`config.mk`:
```
export PLATFORM = sky130hd
export DESIGN_NAME = buck_fault_sup
export DESIGN_NICKNAME = d
export VERILOG_FILES = /design/src/rtl/buck_sup_pkg.sv /design/src/rtl/persist_run.sv /design/src/rtl/restart_timer.sv /design/src/rtl/overtemp_hold.sv /design/src/rtl/buck_fault_sup.sv
export SDC_FILE = /design/constraint.sdc
export NUM_CORES = 1
export LEC_CHECK = 0
export BUFFER_PORTS_ARGS = -buffer_cell sky130_fd_sc_hd__buf_2
export CAP_MARGIN = 15
export CORE_AREA = 2 2 59 61
export DETAILED_ROUTE_END_ITERATION = 12
export DIE_AREA = 0 0 61 63
export HOLD_SLACK_MARGIN = 0.03
export SETUP_SLACK_MARGIN = 0.5
export SLEW_MARGIN = 5
export SYNTH_ARGS = -nofsm -noshare
export SYNTH_HDL_FRONTEND = slang
export SYNTH_SLANG_ARGS = --single-unit
```
`constraint.sdc`:
```
create_clock -name clk -period 2.5 [get_ports clk]
set_input_delay 0.625 -clock clk [delete_from_list [all_inputs] [get_ports clk]]
set_output_delay 0.625 -clock clk [all_outputs]
set_load 0.05 [all_outputs]
```
`src/rtl/buck_sup_pkg.sv`:
```
package buck_sup_pkg;

  // True when the current qualifying tick completes a run of len ticks,
  // given cnt earlier consecutive qualifying ticks.
  function automatic logic run_complete(input int unsigned cnt, input int unsigned len);
    return (cnt + 1) >= len;
  endfunction

  // Width needed to count 0..n-1, never below one bit.
  function automatic int unsigned cnt_width(input int unsigned n);
    return (n > 2) ? $clog2(n) : 1;
  endfunction

endpackage

```
`src/rtl/persist_run.sv`:
```
module persist_run #(
  parameter int unsigned RUN = 16
) (
  input  logic clk,
  input  logic rst_n,
  input  logic tick,
  input  logic arm,
  input  logic cond,
  output logic hit
);
  import buck_sup_pkg::*;
  localparam int unsigned W = cnt_width(RUN);

  logic [W-1:0] cnt;
  logic         qual;

  assign qual = arm & cond;
  assign hit  = qual & run_complete(32'(cnt), RUN);

  always_ff @(posedge clk) begin
    if (!rst_n)       cnt <= '0;
    else if (tick) begin
      if (!qual)      cnt <= '0;
      else if (!hit)  cnt <= cnt + 1'b1;
    end
  end
endmodule

```
`src/rtl/restart_timer.sv`:
```
module restart_timer #(
  parameter int unsigned TICKS = 4096
) (
  input  logic clk,
  input  logic rst_n,
  input  logic tick,
  input  logic active,
  output logic expire
);
  import buck_sup_pkg::*;
  localparam int unsigned W = cnt_width(TICKS);

  logic [W-1:0] cnt;

  assign expire = active & tick & run_complete(32'(cnt), TICKS);

  always_ff @(posedge clk) begin
    if (!rst_n) cnt <= '0;
    else if (tick) begin
      if (!active || expire) cnt <= '0;
      else                   cnt <= cnt + 1'b1;
    end
  end
endmodule

```
`src/rtl/overtemp_hold.sv`:
```
module overtemp_hold (
  input  logic clk,
  input  logic rst_n,
  input  logic tick,
  input  logic hot,
  input  logic cool,
  output logic shut
);
  always_ff @(posedge clk) begin
    if (!rst_n)      shut <= 1'b0;
    else if (tick) begin
      if (hot)       shut <= 1'b1;
      else if (cool) shut <= 1'b0;
    end
  end
endmodule

```
`src/rtl/buck_fault_sup.sv`:
```
module buck_fault_sup #(
  parameter int unsigned UV_RUN        = 16,
  parameter int unsigned OC_RUN        = 16,
  parameter int unsigned OV_RUN        = 2,
  parameter int unsigned RESTART_TICKS = 4096
) (
  input  logic clk,
  input  logic rst_n,
  input  logic tick,
  input  logic supply_ok,
  input  logic enable,
  input  logic ss_prot_ok,
  input  logic ss_ldo_ok,
  input  logic fb_uv,
  input  logic fb_ov,
  input  logic fb_low,
  input  logic ilim_trip,
  input  logic temp_hot,
  input  logic temp_cool,
  input  logic auto_restart,
  output logic ss_release,
  output logic pwm_en,
  output logic ldo_en,
  output logic crowbar,
  output logic discharge,
  output logic skip_pulse,
  output logic fault_latched
);
  // named internal events
  logic live, run, armed;
  logic uv_hit, oc_hit, ov_hit, fault_set, restart_due;
  logic fault_q, cb_q, ot_shut;

  assign live      = supply_ok & enable;
  assign run       = live & ~fault_q & ~ot_shut;
  assign armed     = run & ss_prot_ok;
  assign fault_set = armed & (uv_hit | oc_hit | ov_hit);

  persist_run #(.RUN(UV_RUN)) u_uv_run (
    .clk(clk), .rst_n(rst_n), .tick(tick), .arm(armed), .cond(fb_uv), .hit(uv_hit));

  persist_run #(.RUN(OC_RUN)) u_oc_run (
    .clk(clk), .rst_n(rst_n), .tick(tick), .arm(armed), .cond(ilim_trip), .hit(oc_hit));

  persist_run #(.RUN(OV_RUN)) u_ov_run (
    .clk(clk), .rst_n(rst_n), .tick(tick), .arm(live), .cond(fb_ov), .hit(ov_hit));

  restart_timer #(.TICKS(RESTART_TICKS)) u_restart (
    .clk(clk), .rst_n(rst_n), .tick(tick),
    .active(fault_q & auto_restart), .expire(restart_due));

  overtemp_hold u_ot (
    .clk(clk), .rst_n(rst_n), .tick(tick),
    .hot(temp_hot), .cool(temp_cool), .shut(ot_shut));

  always_ff @(posedge clk) begin
    if (!rst_n)          fault_q <= 1'b0;
    else if (tick) begin
      if (!live)         fault_q <= 1'b0;
      else if (restart_due) fault_q <= 1'b0;
      else if (fault_set) fault_q <= 1'b1;
    end
  end

  always_ff @(posedge clk) begin
    if (!rst_n)        cb_q <= 1'b0;
    else if (tick) begin
      if (!live)       cb_q <= 1'b0;
      else if (ov_hit) cb_q <= 1'b1;
      else if (fb_low) cb_q <= 1'b0;
    end
  end

  assign ss_release    = run;
  assign pwm_en        = run & ~cb_q;
  assign ldo_en        = run & ss_ldo_ok;
  assign crowbar       = cb_q;
  assign discharge     = ~pwm_en;
  assign skip_pulse    = pwm_en & ilim_trip;
  assign fault_latched = fault_q;
endmodule

```
==> impl_metrics.json, run 1 <==
{
  "hp-class": "flop to flop",
  "clock_skew_ps": 1.35,
  "ys_seq_area_share_pct": 38.7,
  "numPortBuffers": 20,
  "ys_warn_count": 0,
  "die_h_um": 63,
  "grt_pass1_vias": 1050,
  "worst_setup_path_start_kind": "flop",
  "worstPathArrival_ps": 1450,
  "via_per_inst": 5.51,
  "min_path_cells": 2,
  "fmax_ghz": 0.482,
  "cts_tree": "yes",
  "row_count": 21,
  "dieArea_um2": 3840,
  "grt_usage_pct": 16.0,
  "fin_setup_tns_ps": 0,
  "antenna_found_initial": 0,
  "crit_path_max_fanout": 4,
  "synthTopCellsByCount": "24 x dfxtp_1, 15 x nand2_1, 7 x a211oi_1, 7 x nand3_1",
  "max-cap-violations": 0,
  "drive_gt1_share_pct": 24.6,
  "ioPinCount": 21,
  "max_stage_delay_ps": 370,
  "holdWs_ps": 504,
  "grt_max_degree": 20,
  "fin_crit_ps": 2080,
  "finalCritPeriodShare_pct": 83.0,
  "path_class": "flop to primary output",
  "synth_cells": 144,
  "clkTransAtPathRegs_ps": 140,
  "post-synth-top-count-cell": "dfxtp_1",
  "reg2reg_depth": 4,
  "run_status": "complete, no violations",
  "routabilityCongestion": 0.752,
  "n_antenna_cell": 0,
  "core_area_um2": 3230,
  "drtIter0Drc": 63,
  "drt_wl_total_mm": 2.94,
  "irDropWorstVdd_v": 0.000176,
  "worst_slew_margin_rel_pct": 67.0,
  "start_util_pct": 38.4,
  "maxSlewViolCount": 0,
  "rsz0062_at_grt": "true",
  "syn2layout_area_growth_pct": 27.3,
  "end_kind": "primary output",
  "synth_seq_cells": 24,
  "fill_cells": 314,
  "wl_per_cell_um": 13.6,
  "clockRootBuffer": "clkbuf_4",
  "cts_sinks": 24,
  "design_area_um2": 1580,
  "hpwl_mm": 2.02,
  "grt.overflow.total": 0,
  "power_density_nw_per_um2": 488,
  "drc": 0,
  "die_w_um": 61,
  "nets": 189,
  "cts_max_level": 1,
  "synth.distinct_cells": 36,
  "setup_viol": 0,
  "synthFlopType": "dfxtp_1",
  "cts_max_path_buffers": 2,
  "p_leak_nw": 0.587,
  "synth_top_area_share_pct": 38.7,
  "drtPass1Iterations": 4,
  "cpMaxStageDelayCell": "and4bb_4",
  "syn-num-nets": 161,
  "vias": 1195,
  "clock_latency_ps": 320,
  "synth_edf_count": 0,
  "cts_buffers": 3,
  "place_area_um2": 1410,
  "path_cells": "and4bb_4, nand2b_4, clkinvlp_4, and2_4, buf_8",
  "synth_area_um2": 1240,
  "syn_avg_cell_area_um2": 8.61,
  "ant_nets": 0,
  "synth.area.top_cells": "dfxtp_1 39%, nand2_1 4.5%, a211oi_1 4.2%, and2_1 3.0%, ha_1 3.0%",
  "worst_ep_required_time_ps": 1880,
  "cts_hold_buf": 0,
  "grt_pass1_wl_mm": 4.73,
  "synth_area_leader_cell": "dfxtp_1",
  "tightest_slew_ps": 493,
  "hold_viol_final": 0,
  "async_flop_share_pct": 0
}
==> kinds of logic (layout without fill, tap and decap cells) <==
kind of cell / count (synthesis) / in the layout / share of synthesized area (%)
muxes: 1 / 1 / 0.807
AOI/OAI and AO/OA: 39 / 39 / 21.5
adders and majority gates: 3 / 3 / 3.03
and+or+nand+nor: 64 / 64 / 30.1
xor gates and xnor gates: 4 / 4 / 2.83
DFF: 24 / 24 / 38.7
buffers and inverters: 9 / 36 / 3.03
==> metal layers <==
metal	track usage [%]	vias to the layer above	routed length (µm)
li1	-	613	-
met4	5.71	0	25
met2	25.3	19	1390
met1	21.3	561	1450
met3	3.11	2	80
met5	0	-	0
==> registers in the layout, summed over array words and instances (netlist names) <==
| name | flops |
|---|---|
| u_oc_run.cnt | 4 |
| u_uv_run.cnt | 4 |
| fault_latched | 1 |
| crowbar | 1 |
| u_ov_run.cnt | 1 |
| u_ot.shut | 1 |
| u_restart.cnt | 12 |
==> through the flow <==
| stage | utilization (%) | setup WS [ps] | power [mW] | std cells |
|---|---|---|---|---|
| 2_1_floorplan | - | 245 | 0.447 | 144 |
| 6_report | 48.9 | 424 | 0.770 | 217 |
| 3_3_place_gp | 43.7 | 219 | 0.471 | 206 |
| 3_5_place_dp | 43.7 | 201 | 0.471 | 206 |
| 5_1_grt | 48.9 | 371 | 0.802 | 217 |
| 4_1_cts | 47.2 | 416 | 0.771 | 214 |
==> layout by cell type (no fill, tap or decap), types with 5 or more instances in the layout <==
cell type	Yosys	layout
dfxtp_1	24	22
buf_2	3	17
nand2_1	15	15
buf_4	0	8
nand3_1	7	7
a211oi_1	7	7
nand4_1	6	6
o21ai_0	6	6
nor3_1	5	5
a31oi_1	5	5
==> cell type report <==
| class | instances | area, µm² | share of cell area (%) |
|---|---|---|---|
| Multi-Input combinational cell | 111 | 753 | 47.7 |
| Inverter | 2 | 11.3 | 0.713 |
| Tap cell | 46 | 57.6 | 3.65 |
| Sequential cell | 24 | 483 | 30.6 |
| Clock buffer | 3 | 22.5 | 1.43 |
| Timing Repair Buffer | 30 | 221 | 14.0 |
| Clock inverter | 1 | 30.0 | 1.90 |
==> worst max-delay path: cells and delay by family, from the launching register on <==
kind	cells	cell delay (ps)
buffers and inverters	2	190
AND/OR/NAND/NOR	3	570
flip-flops	1	360
==> power by group <==
part / leakage [nW] / internal (mW) / switching, mW
sequential: 0.195 / 0.386 / 0.00278
clock: 0.0279 / 0.162 / 0.126
combinational: 0.365 / 0.0415 / 0.0522
==> worst paths after layout <==
path / slack (ps) / endpoint / startpoint
worst min-delay path: 500 / u_restart.cnt[11]$_SDFFE_PN0P_ / u_restart.cnt[11]$_SDFFE_PN0P_
worst max-delay path: 420 / skip_pulse / fault_latched$_SDFFE_PN0P_
worst max register to register: 690 / u_restart.cnt[5]$_SDFFE_PN0P_ / u_restart.cnt[3]$_SDFFE_PN0P_
worst min register to register: 500 / u_restart.cnt[11]$_SDFFE_PN0P_ / u_restart.cnt[11]$_SDFFE_PN0P_
==> what timing repair did <==
action,CTS,global route
pin swaps,1,3
setup buffers,4,3
resized for setup,9,4
endpoints found under the setup margin,5,14
cloned,0,0
(Power assumes the default switching activity.)
==> inputs of run 2 (changes only) <==
- ABC_AREA: unset -> 1
- CORE_AREA: 2 2 59 61 -> 2 2 60 62
- DIE_AREA: 0 0 61 63 -> 0 0 62 64
- clock period: 2.5 -> 1.7 ns (I/O delays scaled with it)
==> run 2 against run 1 <==
  * The flow now finishes with violations (negative setup slack)
  * Synthesized cell count grew 23%
  * Routed wire length is 10% higher
  * Combinational power rose by 110%
  * Clock skew is 1.8 ps higher
  * Register-to-register slack lost 650 ps
  * Largest power group unchanged
  * Critical path depth increased by 3
  * Design area increased by 26%
  * Worst hold slack lost 170 ps
  * First-iteration DRC count shrank 32%
  * Via count is 7.6% higher
  * Critical path type unchanged
==> impl_metrics.json, run 2 <==
{
  "worstPathArrival_ps": 1410,
  "syn-num-nets": 194,
  "synth_cells": 177,
  "cts_max_level": 1,
  "start_util_pct": 38.9,
  "vias": 1286,
  "grt_max_degree": 22,
  "ys_warn_count": 0,
  "end_kind": "primary output",
  "hpwl_mm": 2.12,
  "routabilityCongestion": 0.770,
  "post-synth-top-count-cell": "nor2_1",
  "r2r_setup_slack_ps": 40,
  "synth_top_area_share_pct": 37.6,
  "largest_register": "u_restart.cnt",
  "synth.distinct_cells": 22,
  "drtIter0Drc": 43,
  "largest_register_ffs": 12,
  "worst_setup_path_start_kind": "flop",
  "async_flop_share_pct": 0,
  "numPortBuffers": 20,
  "top_regs": "u_restart.cnt (12), u_oc_run.cnt (4), u_uv_run.cnt (4)",
  "cts_sinks": 24,
  "power_mw": 1.08,
  "grt_pass1_vias": 1318,
  "cts_tree": "yes",
  "place_inst": 244,
  "crit_path_frequent_cell": "buf_6",
  "p_int_mw": 0.776,
  "ys_seq_area_share_pct": 37.6,
  "finalCritPeriodShare_pct": 108,
  "path_cells": "inv_2, nand2_2, nor2_4, buf_4, buf_6, buf_6, buf_6, buf_8",
  "cts_buffers": 3,
  "clkPwrFrac_pct": 28.4,
  "synth.area.top_cells": "dfxtp_1 38%, nor2_1 11%, nand2_1 8.8%, nand3_1 6.3%, inv_1 6.2%",
  "rsz0062_at_grt": "true",
  "syn2layout_area_growth_pct": 55.7,
  "dieArea_um2": 3970,
  "cts_hold_buf": 0,
  "pwr-share-comb_pct": 18.3,
  "fmax_ghz": 0.546,
  "violations": "negative setup slack",
  "max-cap-violations": 0,
  "path_class": "flop to primary output",
  "drive_gt1_share_pct": 49.1,
  "path_buf_inv": 6,
  "synth_seq_cells": 24,
  "ioPinCount": 21,
  "die_h_um": 64,
  "final_cell_mix": "24 x nor2_1, 19 x nand2_1, 16 x inv_1",
  "grt_pass1_wl_mm": 5.74,
  "cpMaxStageDelayCell": "dfxtp_2",
  "fin_ws_ps": -131,
  "drt_wl_total_mm": 3.24,
  "core_area_um2": 3280,
  "synthTopCellsByCount": "36 x nor2_1, 30 x nand2_1, 24 x dfxtp_1, 21 x inv_1, 16 x nand3_1",
  "tightest_slew_ps": 323,
  "mostFrequentLayoutCell": "nor2_1",
  "wl_per_cell_um": 12.2,
  "drc": 0,
  "max_stage_delay_ps": 360,
  "syn_avg_cell_area_um2": 7.21,
  "fin_crit_ps": 1830,
  "clock_latency_ps": 320,
  "final_cells": 266,
  "irDropWorstVdd_v": 0.000576,
  "clkTransAtPathRegs_ps": 130,
  "drtPass1Iterations": 3,
  "grt.overflow.total": 0,
  "synthFlopType": "dfxtp_1",
  "synth_area_leader_cell": "dfxtp_1",
  "n_antenna_cell": 0,
  "worst_ep_required_time_ps": 1270,
  "nets": 238,
  "run_status": "finished with violations",
  "power_density_nw_per_um2": 544,
  "p_seq_share_pct": 53.3,
  "switching_share_pct": 28.1,
  "synth_area_um2": 1280,
  "hp-class": "input pin to flop",
  "synth_edf_count": 0,
  "clock_skew_ps": 3.16,
  "setup_viol": 5,
  "grt_usage_pct": 18.6,
  "maxSlewViolCount": 0,
  "p_sw_mw": 0.304,
  "worst_slew_margin_rel_pct": 78.4,
  "crit_path_max_fanout": 2,
  "row_count": 21,
  "die_w_um": 62,
  "path_delay_family": "buffers and inverters",
  "hold_viol_final": 0,
  "antenna_found_initial": 0,
  "via_per_inst": 4.83,
  "cts_max_path_buffers": 2,
  "p_leak_nw": 0.773,
  "clockRootBuffer": "clkbuf_4",
  "ant_nets": 0
}
run 2: what timing repair did:
| action | CTS | global route |
|---|---|---|
| cloned | 1 | 0 |
| pin swaps | 22 | 18 |
| gates resized for setup | 66 | 28 |
| buffers inserted | 14 | 3 |
| endpoints found under the setup margin | 28 | 28 |
run 2: area by class of cell:
class / instances / area [µm²]
flip-flops and latches: 24 / 507
fillers: 285 / 1300
clock buffers: 4 / 36.3
multi-input cells: 130 / 960
repair buffers: 41 / 344
well taps: 46 / 57.6
inverters: 21 / 82.6
run 2: final timing paths:
check | startpoint | to | cells past startpoint
worst max-delay path | u_ot.shut$_SDFFE_PN0P_ | ss_release | 8
worst min-delay path | temp_hot | u_ot.shut$_SDFFE_PN0P_ | 3
worst max register to register | u_ot.shut$_SDFFE_PN0P_ | u_oc_run.cnt[1]$_SDFFE_PN0P_ | 13
worst min register to register | u_ot.shut$_SDFFE_PN0P_ | u_ot.shut$_SDFFE_PN0P_ | 2
run 2: cell families after synthesis:
family | share of synthesized area (%)
AO/OA/AOI/OAI | 8.14
buffers and inverters | 8.04
XOR/XNOR | 8.24
AND/OR/NAND/NOR | 34.2
flip-flops | 37.6
multiplexers | 0.784
adder cells (fa/ha/maj) | 2.94
run 2: tightest hold or removal path, stage by stage:
cell,delay [ps]
buf_2,90
nand2_1,50
a21oi_1,60
run 2: stage by stage:
stage	util, %	worst slack [ps]	hold slack [ps]	instance area, µm²	setup TNS, ps
after floorplan	-	-861	439	1340	-1850
after global placement	45.8	-14.4	455	1500	-14.4
after detailed placement	45.8	-56.8	461	1500	-56.8
after CTS	56.7	-134	327	1860	-354
after global routing	60.5	-244	346	1990	-1320
final	60.5	-131	339	1990	-485
run 2: layer usage:
layer  global-route usage, %  part of all wire (%)
met1                    22.4                    41
met3                    4.45                   2.1
met5                       0                     0
met2                    33.6                    57
met4                    1.86                  0.56
run 2: power by group through the flow:
stage	clock [mW]	combinational, mW	sequential [mW]
finish	0.307	0.197	0.576
global route	0.344	0.214	0.577
CTS	0.319	0.181	0.576
detailed placement	0	0.135	0.592
global placement	0	0.132	0.591
floorplan	0	0.0891	0.591
==> inputs of run 3 (changes only) <==
--- a/config.mk
+++ b/config.mk
@@ -13,2 +13,3 @@
 export DIE_AREA = 0 0 62 64
+export GPL_ROUTABILITY_DRIVEN = 0
 export HOLD_SLACK_MARGIN = 0.03
==> constraint.sdc (replaced) <==
create_clock -name clk -period 1.7 [get_ports clk]
set_input_delay 0.255 -clock clk [delete_from_list [all_inputs] [get_ports clk]]
set_output_delay 0.255 -clock clk [all_outputs]
set_load 0.05 [all_outputs]
==> run 3 against run 2 <==
  * The flow now finishes without violations
  * Clock-buffer cell count unchanged
  * Worst hold slack got worse by 160 ps
  * First-iteration DRC count fell by 40%
  * Die area unchanged
  * Critical path type unchanged
  * Critical endpoint is now skip_pulse
==> impl_metrics.json, run 3 (synthesized netlist as in run 2, its figures left out) <==
{
  "die_w_um": 62,
  "grt_max_degree": 21,
  "ant_nets": 0,
  "fmax_ghz": 0.591,
  "hpwl_mm": 2.05,
  "syn2layout_area_growth_pct": 50.0,
  "p_leak_nw": 0.737,
  "clock_skew_ps": 4.74,
  "ioPinCount": 21,
  "mostFrequentLayoutCell": "nand2_1",
  "clockRootBuffer": "clkbuf_4",
  "dieArea_um2": 3970,
  "wl_per_cell_um": 12.3,
  "finalCritPeriodShare_pct": 99.5,
  "grt_usage_pct": 17.9,
  "place_area_um2": 1490,
  "grt_pass1_wl_mm": 5.44,
  "crit_path_max_fanout": 2,
  "path_class": "flop to primary output",
  "holdWs_ps": 175,
  "die_h_um": 64,
  "hp-start": "temp_hot",
  "tightest_slew_ps": 299,
  "end_kind": "primary output",
  "largest_register_ffs": 12,
  "drive_gt1_share_pct": 45.4,
  "grt_pass1_vias": 1266,
  "vias": 1284,
  "worst_ep_required_time_ps": 1440,
  "grt.overflow.total": 0,
  "utilization_pct": 58.3,
  "max-cap-violations": 0,
  "min_to": "u_ot.shut$_SDFFE_PN0P_",
  "final_cell_mix": "24 x nand2_1, 19 x nor2_1, 18 x inv_1",
  "nets": 234,
  "cts_buffers": 3,
  "clock_latency_ps": 320,
  "clkTransAtPathRegs_ps": 140,
  "top_regs": "u_restart.cnt (12), u_oc_run.cnt (4), u_uv_run.cnt (4)",
  "fin_crit_ps": 1690,
  "core_area_um2": 3280,
  "place_inst": 242,
  "run_status": "complete, no violations",
  "via_per_inst": 4.90,
  "r2r_setup_slack_ps": 350,
  "setup_viol": 0,
  "numPortBuffers": 20,
  "irDropWorstVdd_v": 0.000354,
  "start_util_pct": 38.9,
  "min_path_cells": 3,
  "maxSlewViolCount": 0,
  "power_density_nw_per_um2": 558,
  "drt_wl_total_mm": 3.24,
  "hold_viol_final": 0,
  "design_area_um2": 1910,
  "cts_max_path_buffers": 2,
  "n_antenna_cell": 0,
  "largest_register": "u_restart.cnt",
  "reg2reg_depth": 9,
  "cts_max_level": 1,
  "row_count": 21,
  "worst_setup_path_start_kind": "flop",
  "rsz0062_at_grt": "true",
  "worst_slew_margin_rel_pct": 80.1,
  "hp-class": "input pin to flop",
  "cts_tree": "yes",
  "reg2reg_to": "u_restart.cnt[2]$_SDFFE_PN0P_",
  "cts_sinks": 24,
  "final_cells": 262,
  "fill_cells": 297,
  "r2r_start": "fault_latched$_SDFFE_PN0P_",
  "drtPass1Iterations": 4,
  "antenna_found_initial": 0,
  "worstPathArrival_ps": 1440,
  "drc": 0,
  "drtIter0Drc": 26
}
-- run 3: cell count changes in the layout (fill, tap and decap cells not counted), moves of 3 or more --
cell,delta
nand2_2,-3
o21ai_0,+4
nand2_1,+5
nor2_4,+3
a21oi_2,-3
buf_6,-5
a21oi_1,+3
nor2_1,-5
nand2_4,-3
-- run 3: worst max path at each step --
stage | from | cells past startpoint | slack [ps] | endpoint
3_3_place_gp | supply_ok | 8 | 260 | skip_pulse
2_1_floorplan | fault_latched$_SDFFE_PN0P_ | 7 | -690 | skip_pulse
5_1_grt | fault_latched$_SDFFE_PN0P_ | 8 | -70 | skip_pulse
3_5_place_dp | supply_ok | 8 | 220 | skip_pulse
6_report | fault_latched$_SDFFE_PN0P_ | 8 | 9 | skip_pulse
4_1_cts | fault_latched$_SDFFE_PN0P_ | 8 | 30 | skip_pulse
-- run 3: layer usage --
layer / part of all wire, % / vias up / global-route usage, %
met2: 52 / 28 / 30.3
met1: 43 / 598 / 21.2
met5: 0 / - / 0
li1: - / 654 / -
met3: 3.7 / 4 / 4.86
met4: 0.83 / 0 / 5.32
-- run 3: metrics by stage --
stage	TNS (ps)	worst slack (ps)	total power, mW
4_1_cts	0	33.9	1.06
3_3_place_gp	0	263	0.718
2_1_floorplan	-1250	-691	0.680
5_1_grt	-118	-71.6	1.12
6_report	0	8.79	1.07
3_5_place_dp	0	224	0.722
-- run 3: where the power goes --
group	total [mW]	internal, mW	switching, mW
clock network	0.308	0.131	0.177
registers	0.579	0.569	0.0104
logic	0.182	0.0669	0.115
total	1.07	0.766	0.303
-- run 3: worst max-delay path: stages, from the launching register on --
cell and delay, ps:
dfxtp_4 370, inv_2 60, nand2_2 60, nor2_4 90, inv_2 50, nor2_4 110
clkinvlp_4 120, nor2_4 100, buf_8 150
-- run 3: cell type report --
class	count	area [µm²]	share of cell area (%)
repair buffers	37	288	15.0
multi-input cells	130	945	49.3
flip-flops and latches	24	505	26.4
inverters	21	82.6	4.31
well taps	46	57.6	3.01
clock buffers	4	36.3	1.90
-- run 3: repair_timing --
item                       4_1_cts  5_1_grt
gates cloned                     1        0
pin swaps                       15        4
gates resized for setup         43       34
setup endpoints to repair       28       28
setup buffers                   10        5
hold buffers                     0        0
